<file path="src/rtl/pmul_pkg.sv">
// Shared constants and operation encodings for the packed multiply unit.
// Assumes a datapath that is a whole multiple of the 16-bit lane width.
package pmul_pkg;

    localparam int unsigned PM_DATA_W = 64;
    localparam int unsigned PM_LANE_W = 16;

    typedef enum logic [3:0] {
        OP_MULLO_S = 4'd0,
        OP_MULHI_S = 4'd1,
        OP_MULLO_U = 4'd2,
        OP_MULHI_U = 4'd3,
        OP_PAIR_S  = 4'd4,
        OP_PAIR_U  = 4'd5,
        OP_MACC_S  = 4'd6,
        OP_MACC_U  = 4'd7,
        OP_SAD_B   = 4'd8,
        OP_SAD_H   = 4'd9
    } pmul_op_e;

    localparam logic [3:0] OP_LAST = 4'd9;

endpackage

</file>
<file path="src/rtl/pmul_lane_mult.sv">
// One multiplier lane: W x W product with a signed/unsigned mode.
// Each operand is widened by one bit (sign or zero), so a single signed
// multiplier covers both modes. The output carries two guard bits.
// Assumes the caller picks which product bits to keep.
module pmul_lane_mult #(
    parameter int unsigned W = 16
) (
    input  logic [W-1:0]          x,
    input  logic [W-1:0]          y,
    input  logic                  sgn,
    output logic signed [2*W+1:0] prod
);
    localparam int unsigned PW = 2 * W + 2;

    logic signed [PW-1:0] x_ext;
    logic signed [PW-1:0] y_ext;

    // Widen both operands according to the mode, then multiply.
    always_comb begin
        x_ext = {{(PW - W){sgn & x[W-1]}}, x};
        y_ext = {{(PW - W){sgn & y[W-1]}}, y};
        prod  = x_ext * y_ext;
    end

endmodule

</file>
<file path="src/rtl/pmul_absdiff_sum.sv">
// Sum of absolute differences over LANES unsigned lanes of width LW.
// The sum is wide enough that it never wraps.
// Assumes both vectors are packed lane 0 in the low bits.
module pmul_absdiff_sum #(
    parameter int unsigned LW    = 8,
    parameter int unsigned LANES = 8,
    parameter int unsigned SUM_W = LW + $clog2(LANES)
) (
    input  logic [LW*LANES-1:0] a,
    input  logic [LW*LANES-1:0] b,
    output logic [SUM_W-1:0]    sum
);
    // Form each lane difference in the non-wrapping direction and accumulate.
    always_comb begin
        logic [LW-1:0] da;
        logic [LW-1:0] db;
        logic [LW-1:0] d;
        sum = '0;
        for (int i = 0; i < int'(LANES); i++) begin
            da  = a[i*LW +: LW];
            db  = b[i*LW +: LW];
            d   = (da > db) ? (da - db) : (db - da);
            sum = sum + SUM_W'(d);
        end
    end

endmodule

</file>
<file path="src/rtl/pmul_sad_unit.sv">
// Packed multiply / absolute-difference unit, top level.
// Operands and operation code are captured when in_valid is high. The result
// is formed from the captured copy and shown with out_valid one cycle later.
// It stays unchanged until the next capture.
// Assumes DATA_W is a multiple of 2*LANE_W and LANE_W is even.
module pmul_sad_unit
    import pmul_pkg::*;
#(
    parameter int unsigned DATA_W = PM_DATA_W,
    parameter int unsigned LANE_W = PM_LANE_W
) (
    input  logic              clk,
    input  logic              rst_n,
    input  logic              in_valid,
    input  logic [3:0]        op_code,
    input  logic [DATA_W-1:0] src_a,
    input  logic [DATA_W-1:0] src_b,
    output logic              out_valid,
    output logic [DATA_W-1:0] result
);
    localparam int unsigned LANES   = DATA_W / LANE_W;
    localparam int unsigned PAIRS   = LANES / 2;
    localparam int unsigned PROD_W  = 2 * LANE_W + 2;
    localparam int unsigned KEEP_W  = 2 * LANE_W;
    localparam int unsigned MACC_W  = PROD_W + $clog2(LANES);
    localparam int unsigned BYTE_W  = LANE_W / 2;
    localparam int unsigned BLANES  = DATA_W / BYTE_W;
    localparam int unsigned SADB_W  = BYTE_W + $clog2(BLANES);
    localparam int unsigned SADH_W  = LANE_W + $clog2(LANES);

    logic [DATA_W-1:0]        a_q;
    logic [DATA_W-1:0]        b_q;
    logic [3:0]               op_q;
    logic                     vld_q;
    logic                     sgn;
    logic signed [PROD_W-1:0] prod [LANES];
    logic [MACC_W-1:0]        macc;
    logic [SADB_W-1:0]        sad_b;
    logic [SADH_W-1:0]        sad_h;

    // Valid pipeline bit, cleared by reset.
    always_ff @(posedge clk) begin
        if (!rst_n) vld_q <= 1'b0;
        else        vld_q <= in_valid;
    end

    // Operand and operation capture on the strobe.
    always_ff @(posedge clk) begin
        if (!rst_n) begin
            a_q  <= '0;
            b_q  <= '0;
            op_q <= '0;
        end else if (in_valid) begin
            a_q  <= src_a;
            b_q  <= src_b;
            op_q <= op_code;
        end
    end

    // Signed mode for the shared multiplier lanes.
    always_comb begin
        sgn = (op_q == OP_MULLO_S) || (op_q == OP_MULHI_S) ||
              (op_q == OP_PAIR_S)  || (op_q == OP_MACC_S);
    end

    generate
        for (genvar g = 0; g < int'(LANES); g++) begin : g_lane
            pmul_lane_mult #(.W(LANE_W)) mult_i (
                .x    (a_q[g*LANE_W +: LANE_W]),
                .y    (b_q[g*LANE_W +: LANE_W]),
                .sgn  (sgn),
                .prod (prod[g])
            );
        end
    endgenerate

    pmul_absdiff_sum #(.LW(BYTE_W), .LANES(BLANES), .SUM_W(SADB_W)) sadb_i (
        .a   (a_q),
        .b   (b_q),
        .sum (sad_b)
    );

    pmul_absdiff_sum #(.LW(LANE_W), .LANES(LANES), .SUM_W(SADH_W)) sadh_i (
        .a   (a_q),
        .b   (b_q),
        .sum (sad_h)
    );

    // Full-precision reduction of all lane products (sign carried through).
    always_comb begin
        macc = '0;
        for (int i = 0; i < int'(LANES); i++) begin
            macc = macc + {{(MACC_W - PROD_W){prod[i][PROD_W-1]}}, prod[i]};
        end
    end

    // Result selection by the captured operation code.
    always_comb begin
        result = '0;
        case (op_q)
            OP_MULLO_S, OP_MULLO_U: begin
                for (int i = 0; i < int'(LANES); i++)
                    result[i*LANE_W +: LANE_W] = prod[i][LANE_W-1:0];
            end
            OP_MULHI_S, OP_MULHI_U: begin
                for (int i = 0; i < int'(LANES); i++)
                    result[i*LANE_W +: LANE_W] = prod[i][KEEP_W-1:LANE_W];
            end
            OP_PAIR_S, OP_PAIR_U: begin
                for (int j = 0; j < int'(PAIRS); j++)
                    result[j*KEEP_W +: KEEP_W] = prod[2*j][KEEP_W-1:0] +
                                                 prod[2*j+1][KEEP_W-1:0];
            end
            OP_MACC_S, OP_MACC_U: begin
                result = {{(DATA_W - MACC_W){macc[MACC_W-1]}}, macc};
            end
            OP_SAD_B: result = DATA_W'(sad_b);
            OP_SAD_H: result = DATA_W'(sad_h);
            default:  result = '0;
        endcase
    end

    assign out_valid = vld_q;

    // a capture yields exactly one valid cycle.
    a_r1_valid_follows: assert property (@(posedge clk) disable iff (!rst_n)
        in_valid |=> out_valid);
    // no capture, no valid.
    a_r1_valid_drops: assert property (@(posedge clk) disable iff (!rst_n)
        !in_valid |=> !out_valid);
    // result holds between captures.
    a_r1_result_hold: assert property (@(posedge clk) disable iff (!rst_n)
        !in_valid |=> $stable(result));
    // reset clears the valid flag.
    a_r2_reset_clear: assert property (@(posedge clk)
        !rst_n |=> !out_valid);
    // unsigned reduction never reaches the upper bits.
    a_r7_maccu_zext: assert property (@(posedge clk) disable iff (!rst_n)
        (out_valid && op_q == OP_MACC_U) |-> (result[DATA_W-1:MACC_W] == '0));
    // byte absolute-difference sum stays in range.
    a_r8_sadb_range: assert property (@(posedge clk) disable iff (!rst_n)
        (out_valid && op_q == OP_SAD_B) |-> (result[DATA_W-1:SADB_W] == '0));
    // halfword absolute-difference sum stays in range.
    a_r9_sadh_range: assert property (@(posedge clk) disable iff (!rst_n)
        (out_valid && op_q == OP_SAD_H) |-> (result[DATA_W-1:SADH_W] == '0));
    // unused codes give zero.
    a_r10_unused_zero: assert property (@(posedge clk) disable iff (!rst_n)
        (out_valid && op_q > OP_LAST) |-> (result == '0));

endmodule

</file>
<file path="config.mk">
export PLATFORM = sky130hd
export DESIGN_NAME = pmul_sad_unit
export DESIGN_NICKNAME = d
export VERILOG_FILES = /design/src/rtl/pmul_pkg.sv /design/src/rtl/pmul_lane_mult.sv /design/src/rtl/pmul_absdiff_sum.sv /design/src/rtl/pmul_sad_unit.sv
export SDC_FILE = /design/constraint.sdc
export NUM_CORES = 2
export LEC_CHECK = 0
export ABC_AREA = 0
export ABC_CLOCK_PERIOD_IN_PS = 20600
export BUFFER_PORTS_ARGS = -buffer_cell sky130_fd_sc_hd__buf_2
export CAP_MARGIN = 20
export CELL_PAD_IN_SITES_DETAIL_PLACEMENT = 0
export CELL_PAD_IN_SITES_GLOBAL_PLACEMENT = 1
export CORE_MARGIN = 5
export CORE_UTILIZATION = 56
export CTS_BUF_LIST = sky130_fd_sc_hd__clkbuf_8
export DETAILED_ROUTE_END_ITERATION = 7
export PLACE_DENSITY_LB_ADDON = 0.1
export REMOVE_ABC_BUFFERS = 1
export SLEW_MARGIN = 20
export SYNTH_ARGS = -nofsm -noshare
export SYNTH_HDL_FRONTEND = slang
export SYNTH_SLANG_ARGS = --single-unit
export TNS_END_PERCENT = 30
</file>
<file path="constraint.sdc">
create_clock -name clk -period 20.6 [get_ports clk]
set_input_delay 2.06 -clock clk [delete_from_list [all_inputs] [get_ports clk]]
set_output_delay 2.06 -clock clk [all_outputs]
set_load 0.02 [all_outputs]
</file>
# --- After elaboration in Yosys (flattened, before gate mapping) ---
# Index checks and enable logic that the tools add are counted.
totals:
  ff_bits: 133
  latch_bits: 0
  mem_bits_rw: 0
  romBits: 0
  input_bits: 135
  elab_cells: 97
  memories: 0
op_classes:
  n_addsub: 39
  multipliers: 4
  div_mod_pow: 0
  magnitude_cmp: 12
  n_eq_ne: 9
  shift: 0
  mux: 13
  bitwise: 8
  n_reduce_logical: 8
ops:
  columns: ["operator", "count"]
  rows:
  - ["$pmux W64 S6", 1]
  - ["$mul A17 B17 Y34", 4]
  - ["$sub A16 B16 Y16", 8]
  - ["$sub A8 B8 Y8", 16]
  - ["$add A11 B8 Y11", 6]
  - ["$add A32 B32 Y32", 2]
  - ["$gt A16 B16 Y1", 4]
  - ["$gt A8 B8 Y1", 8]
  - ["$mux W16", 4]
  - ["$mux W8", 8]
  - ["$add A18 B16 Y18", 2]
  - ["$add A35 B34 Y36", 1]
  - ["$add A36 B36 Y36", 1]
  - ["$add A34 B34 Y35", 1]
  - ["$add A16 B16 Y17", 1]
  - ["$eq A4 B3 Y1 const B", 4]
  - ["$add A8 B8 Y9", 1]
  - ["$and A1 B1 Y1", 8]
  - ["$eq A4 B2 Y1 const B", 2]
  - ["$eq A4 B4 Y1 const B", 2]
  - ["$reduce_or A2 Y1", 4]
  - ["$eq A4 B1 Y1 const B", 1]
  - ["$logic_not A4 Y1", 1]
  - ["$logic_or A1 B1 Y1", 3]

# --- Longest topological paths before layout ---
depth:
  ltp_word: 10
  mapped_depth: 44
  ltp_nobuf: 39

# --- Hierarchy ---
# A second synthesis with hierarchy kept.
unflattened:
  cells_unflattened: 8302
  hier_area_um2: 71533.6
by_module_without_submodules:
  columns: ["mod", "n_inst", "cells_per_inst", "area_each_um2", "seq_area_each_um2"]
  rows:
  - ["pmul_sad_unit", 1, 1548, 13211.4, 2662.6]
  - ["pmul_lane_mult (g_lane[0].mult_i)", 1, 1235, 11044.3, 0.0]
  - ["pmul_lane_mult (g_lane[2].mult_i)", 1, 1201, 10940.5, 0.0]
  - ["pmul_lane_mult (g_lane[1].mult_i)", 1, 1187, 10876.7, 0.0]
  - ["pmul_lane_mult (g_lane[3].mult_i)", 1, 1191, 10865.4, 0.0]
  - ["pmul_absdiff_sum (sadh_i)", 1, 1071, 7748.7, 0.0]
  - ["pmul_absdiff_sum (sadb_i)", 1, 869, 6846.6, 0.0]

# --- Least setup slack after synthesis ---
# OpenSTA, ideal clock, no wires.
synth_path:
  kind: "reg-to-output"
  startpoint: "reg b_q[5]"
  endpoint: "out result[34]"
  arrival_time_ns: 9.576
  required_time_ns: 18.540
  slack_ns: 8.964
  stages_incl_launch_ff: 39
  path_cell_list: "dfxtp_1 clkbuf_1 clkbuf_1 nand2_1 fa_1 inv_1 fa_1 inv_1 fa_1 inv_1 fa_1 inv_1 fa_1 inv_1 fa_1 ha_1 a21o_1 a21oi_1 (+3 left out) a21o_1 a31o_2 a21oi_1 mux2i_1 nand2_1 fa_1 fa_1 ha_1 a21o_1 a21oi_1 nor2b_1 a311o_1 a221o_1 a41o_1 a31oi_4 o21ai_1 mux2i_1 o211ai_1"
synth_via:
  elab_chain_len: 5
synth_lines:
  columns: ["item", "line_no", "rtl"]
  rows:
  - ["start, declared", "pmul_sad_unit.sv:32", "logic [DATA_W-1:0] b_q;"]
  - ["start signal, assigned", "pmul_sad_unit.sv:55", "b_q <= src_b;"]
  - ["$mul A17 B17 Y34", "pmul_lane_mult.sv:22", "prod = x_ext * y_ext;"]
  - ["$add A34 B34 Y35", "pmul_sad_unit.sv:93", "macc = macc + {{(MACC_W - PROD_W){prod[i][PROD_W-1]}}, prod[i]};"]
  - ["$add A35 B34 Y36", "pmul_sad_unit.sv:93", null]
  - ["$add A36 B36 Y36", "pmul_sad_unit.sv:93", null]
  - ["$pmux W64 S6", "pmul_sad_unit.sv:100", "case (op_q)"]
  - ["end, declared", "pmul_sad_unit.sv:19", "output logic [DATA_W-1:0] result"]
# No other way between the ends.

# --- Worst setup path after layout ---
layout_path:
  startpoint: "reg op_q[2]"
  endpoint: "out result[44]"
layout_via:
  elab_chain_len: 10
  word_cells_on_any_way: 33
  cone_classes: "add/sub: 3; mul: 4; eq/ne: 9; mux: 1; bitwise: 8; reduce/logical: 8"
layout_lines:
  columns: ["item", "line_no", "rtl"]
  rows:
  - ["start, declared", "pmul_sad_unit.sv:33", "logic [3:0] op_q;"]
  - ["start signal, assigned", "pmul_sad_unit.sv:56", "op_q <= op_code;"]
  - ["$eq A4 B1 Y1 / $logic_not A4 Y1 (equally long branches)", "pmul_sad_unit.sv:62, pmul_sad_unit.sv:100", null]
  - ["$logic_or A1 B1 Y1 (2 in series)", "pmul_sad_unit.sv:62", "sgn = (op_q == OP_MULLO_S) || (op_q == OP_MULHI_S) ||"]
  - ["$logic_or A1 B1 Y1", "pmul_sad_unit.sv:63", "(op_q == OP_PAIR_S) || (op_q == OP_MACC_S);"]
  - ["$and A1 B1 Y1 (on tied branches)", "pmul_lane_mult.sv:20, pmul_lane_mult.sv:21", null]
  - ["$mul A17 B17 Y34", "pmul_lane_mult.sv:22", null]
  - ["$add A34 B34 Y35", "pmul_sad_unit.sv:93", null]
  - ["$add A35 B34 Y36", "pmul_sad_unit.sv:93", null]
  - ["$add A36 B36 Y36", "pmul_sad_unit.sv:93", null]
  - ["$pmux W64 S6 *", "pmul_sad_unit.sv:100", null]
# Mark *: on every way between the ends. The rest lies on a longest branch, timed or not.

==> out/qor.csv <==
metric;value;unit
met3 WL post-DR;17.8;mm
first-pass GRT wire length;335;mm
area delta synth->final;4.35;%
Worst slew margin;17.4;%
Detail Route met2 WL;98.0;mm
Post-DRT Antenna Nets;0;
CTS max path bufs;2;
final layout net count;9847;
Most common cell on crit path;fa_1;
syn avg cell area;8.63;um2
#FFs+latches synth;133;
Synth warnings;0;
detailed-route wire length;217;mm
vias in the first global route;55700;
total global routing overflow;0;
CTS Sinks;133;
Ports;200;
max incr delay on CP;710;ps
Core ar.;118000;um2
CTS tree;done;
sw power;0.00501;W
Flop pwr share;4.0;%
critical path fanouts, max;29;
cts bufs inserted;17;
switching share of power;59.0;%
Startpoint Class;flip-flop;
Post-synth EDFFs;0;
final worst path period share;72.8;%
Tmin final;15010;ps
Gate Count Post-Synth;7690;
combinational power share;92.7;%
sequential share of the synthesized area;4.01;%
Starting Density;56.3;%
RSZ-0062 raised after global routing;no;
CTS clk-pin slew, worst paths;110;ps
Post-synth ARST share;0;%
Iteration-0 DRC Markers;4532;
cell leakage power;33.8;nW
Worst Setup Path Type;flip-flop to primary output;
initial antenna violation count;19;
layout cells sized above 1;5.47;%
Hold Crit Class;flip-flop to flip-flop;
Port-buffer cells;199;
Post-CTS Resized;0;
clk_skew;0;ps
CTS Hold Buffers Added;0;
H-Tree Depth;4;
Detailed Routing Iterations Pass 1;6;
die height;354;um
total of max-cap violations;0;
CP Capture Type;primary output;
vias post-DR;53600;
Max Clock Freq;66.6;MHz
outcome;complete, no violations;
Die X;354;um
Arrival @ worst endpoint;12950;ps
Setup violations, final;0;
HPWL Detailed;181;mm
Synth Flop Type;dfxtp_1;
Worst-Skew Late Latency;630;ps
Distinct cells, synth;101;
pwr/cell area;122;nW/um2
Min Hold Slack;526;ps
gpl congestion;0.997;
routed vias/inst;5.80;
Final Hold Fails;0;
VDD IR max;417;uV
CP max stage cell;xnor2_1;
setup bufs post-CTS;0;
TNS Setup;0;ps
largest net degree at the start of global routing;69;
Clk pwr share;3.3;%
WL/cell;23.5;um
DIE AREA;126000;um2
GRT Util Overall;35.1;%
Max Slew Vio Count;0;
Mapped Area;66400;um2
Root Driver;clkbuf_8;
drt drc;0;
WL met1;92.9;mm
worst slew pin tran;1240;ps
row count;126;
Top Metal Used;met5;
P_int;0.00348;W
Worst EP required;18540;ps
==> stage by stage <==
stage | area (um2) | utilization [%] | power (W) | std cells | setup slack (ps)
after floorplan | 65200 | - | 0.00587 | 7389 | 7770
after global placement | 68800 | 58.4 | 0.00790 | 9212 | 6780
after detailed placement | 68800 | 58.4 | 0.00798 | 9212 | 6490
after CTS | 69200 | 58.7 | 0.00833 | 9244 | 5720
after global routing | 69300 | 58.7 | 0.00925 | 9249 | 5110
final | 69300 | 58.7 | 0.00848 | 9253 | 5590
==> worst max-delay path: cells and delay by family, from the launching register on <==
| kind | cells | cell delay [ps] |
|---|---|---|
| AOI/OAI and AO/OA | 11 | 2210 |
| xor gates and xnor gates | 1 | 710 |
| adders and majority gates | 10 | 4750 |
| buffers and inverters | 7 | 1430 |
| DFF | 1 | 420 |
| and+or+nand+nor | 9 | 2650 |
==> cell usage after synthesis (10+ instances only) <==
cell | number | share of area (%)
o22ai_1 | 17 | 0.16
ha_1 | 689 | 13
and3_1 | 58 | 0.55
inv_1 | 1676 | 9.5
a21oi_1 | 306 | 2.3
o21a_1 | 30 | 0.34
o211ai_1 | 40 | 0.45
or2_2 | 10 | 0.094
a21o_1 | 137 | 1.5
nand2b_1 | 38 | 0.36
buf_2 | 19 | 0.14
nor2_1 | 628 | 3.6
and2_1 | 43 | 0.41
nand2_1 | 738 | 4.2
a221oi_1 | 12 | 0.16
dfxtp_1 | 133 | 4.0
a21boi_0 | 12 | 0.14
a222oi_1 | 15 | 0.23
or3_1 | 13 | 0.12
clkinv_1 | 33 | 0.19
o21bai_1 | 70 | 0.79
clkbuf_1 | 236 | 1.3
xnor2_1 | 233 | 3.1
o31ai_1 | 15 | 0.17
nor3_1 | 39 | 0.29
o21ai_1 | 18 | 0.14
mux2i_1 | 212 | 3.2
nand3_1 | 53 | 0.40
nand4_1 | 34 | 0.32
nor2b_1 | 169 | 1.6
a22oi_1 | 28 | 0.32
buf_1 | 37 | 0.21
o21ai_0 | 161 | 1.2
xor2_1 | 122 | 1.6
a31oi_1 | 39 | 0.37
fa_1 | 1328 | 40
mux2_2 | 36 | 0.61
a211oi_1 | 28 | 0.32
o221ai_1 | 15 | 0.20
==> kinds of logic (layout without fill, tap and decap cells) <==
family                     after synthesis  count (layout)  share of synthesized area [%]
buffers and inverters                 2015            2033                           11.5
xor gates and xnor gates               355             355                           4.68
adders and majority gates             2017            2017                           53.0
AOI/OAI and AO/OA                     1057            1057                           10.6
and+or+nand+nor                       1864            1864                           12.3
DFF                                    133             133                           4.01
muxes                                  249             249                           3.83
other                                    0               9                              0
==> cell type report <==
cell class | instances | area (um2)
Clock buffer | 17 | 234
Timing Repair Buffer | 287 | 1670
Multi-Input combinational cell | 5542 | 56200
Antenna cell | 9 | 22.5
Fill cell | 10900 | 48700
Inverter | 1714 | 6430
Sequential cell | 133 | 2660
Clock inverter | 15 | 168
Tap cell | 1536 | 1920
==> worst paths after layout <==
| kind | startpoint | to | slack [ps] | cells after the start |
|---|---|---|---|---|
| max reg2reg | b_q[25] | b_q[25] | 19150 | 2 |
| max | op_q[2] | result[44] | 5590 | 38 |
| min | b_q[19] | b_q[19] | 530 | 2 |
| min reg2reg | b_q[19] | b_q[19] | 530 | 2 |
==> sequential cells by signal, summed over array words and instances (netlist names) <==
name and cells:
out_valid 1, a_q 64, op_q 4, b_q 64
==> power by group through the flow <==
stage	clock network (W)	logic, W	registers [W]
5_1_grt	0.000292	0.00861	0.000340
3_5_place_dp	0	0.00764	0.000343
4_1_cts	0.000284	0.00771	0.000337
3_3_place_gp	0	0.00756	0.000342
2_1_floorplan	0	0.00556	0.000316
6_report	0.000277	0.00787	0.000339
==> cell usage in the layout, fill, tap and decap left out, drive strengths merged, types with 53 or more instances in the layout <==
master     n
o21ai    181
a21oi    312
nor2     628
buf      286
o21bai    71
nor2b    169
nand3     53
and3      58
ha       689
a21o     137
mux2i    212
dfxtp    133
nand2    739
xnor2    233
xor2     122
inv     1686
fa      1328
==> per-layer routing <==
| layer | GRT usage, % | up-vias |
|---|---|---|
| li1 | - | 23800 |
| met1 | 49.5 | 27300 |
| met2 | 55.2 | 2124 |
| met5 | 0 | - |
| met3 | 6.03 | 396 |
| met4 | 12.0 | 2 |
No activity file was read; power rests on OpenSTA's default activity.
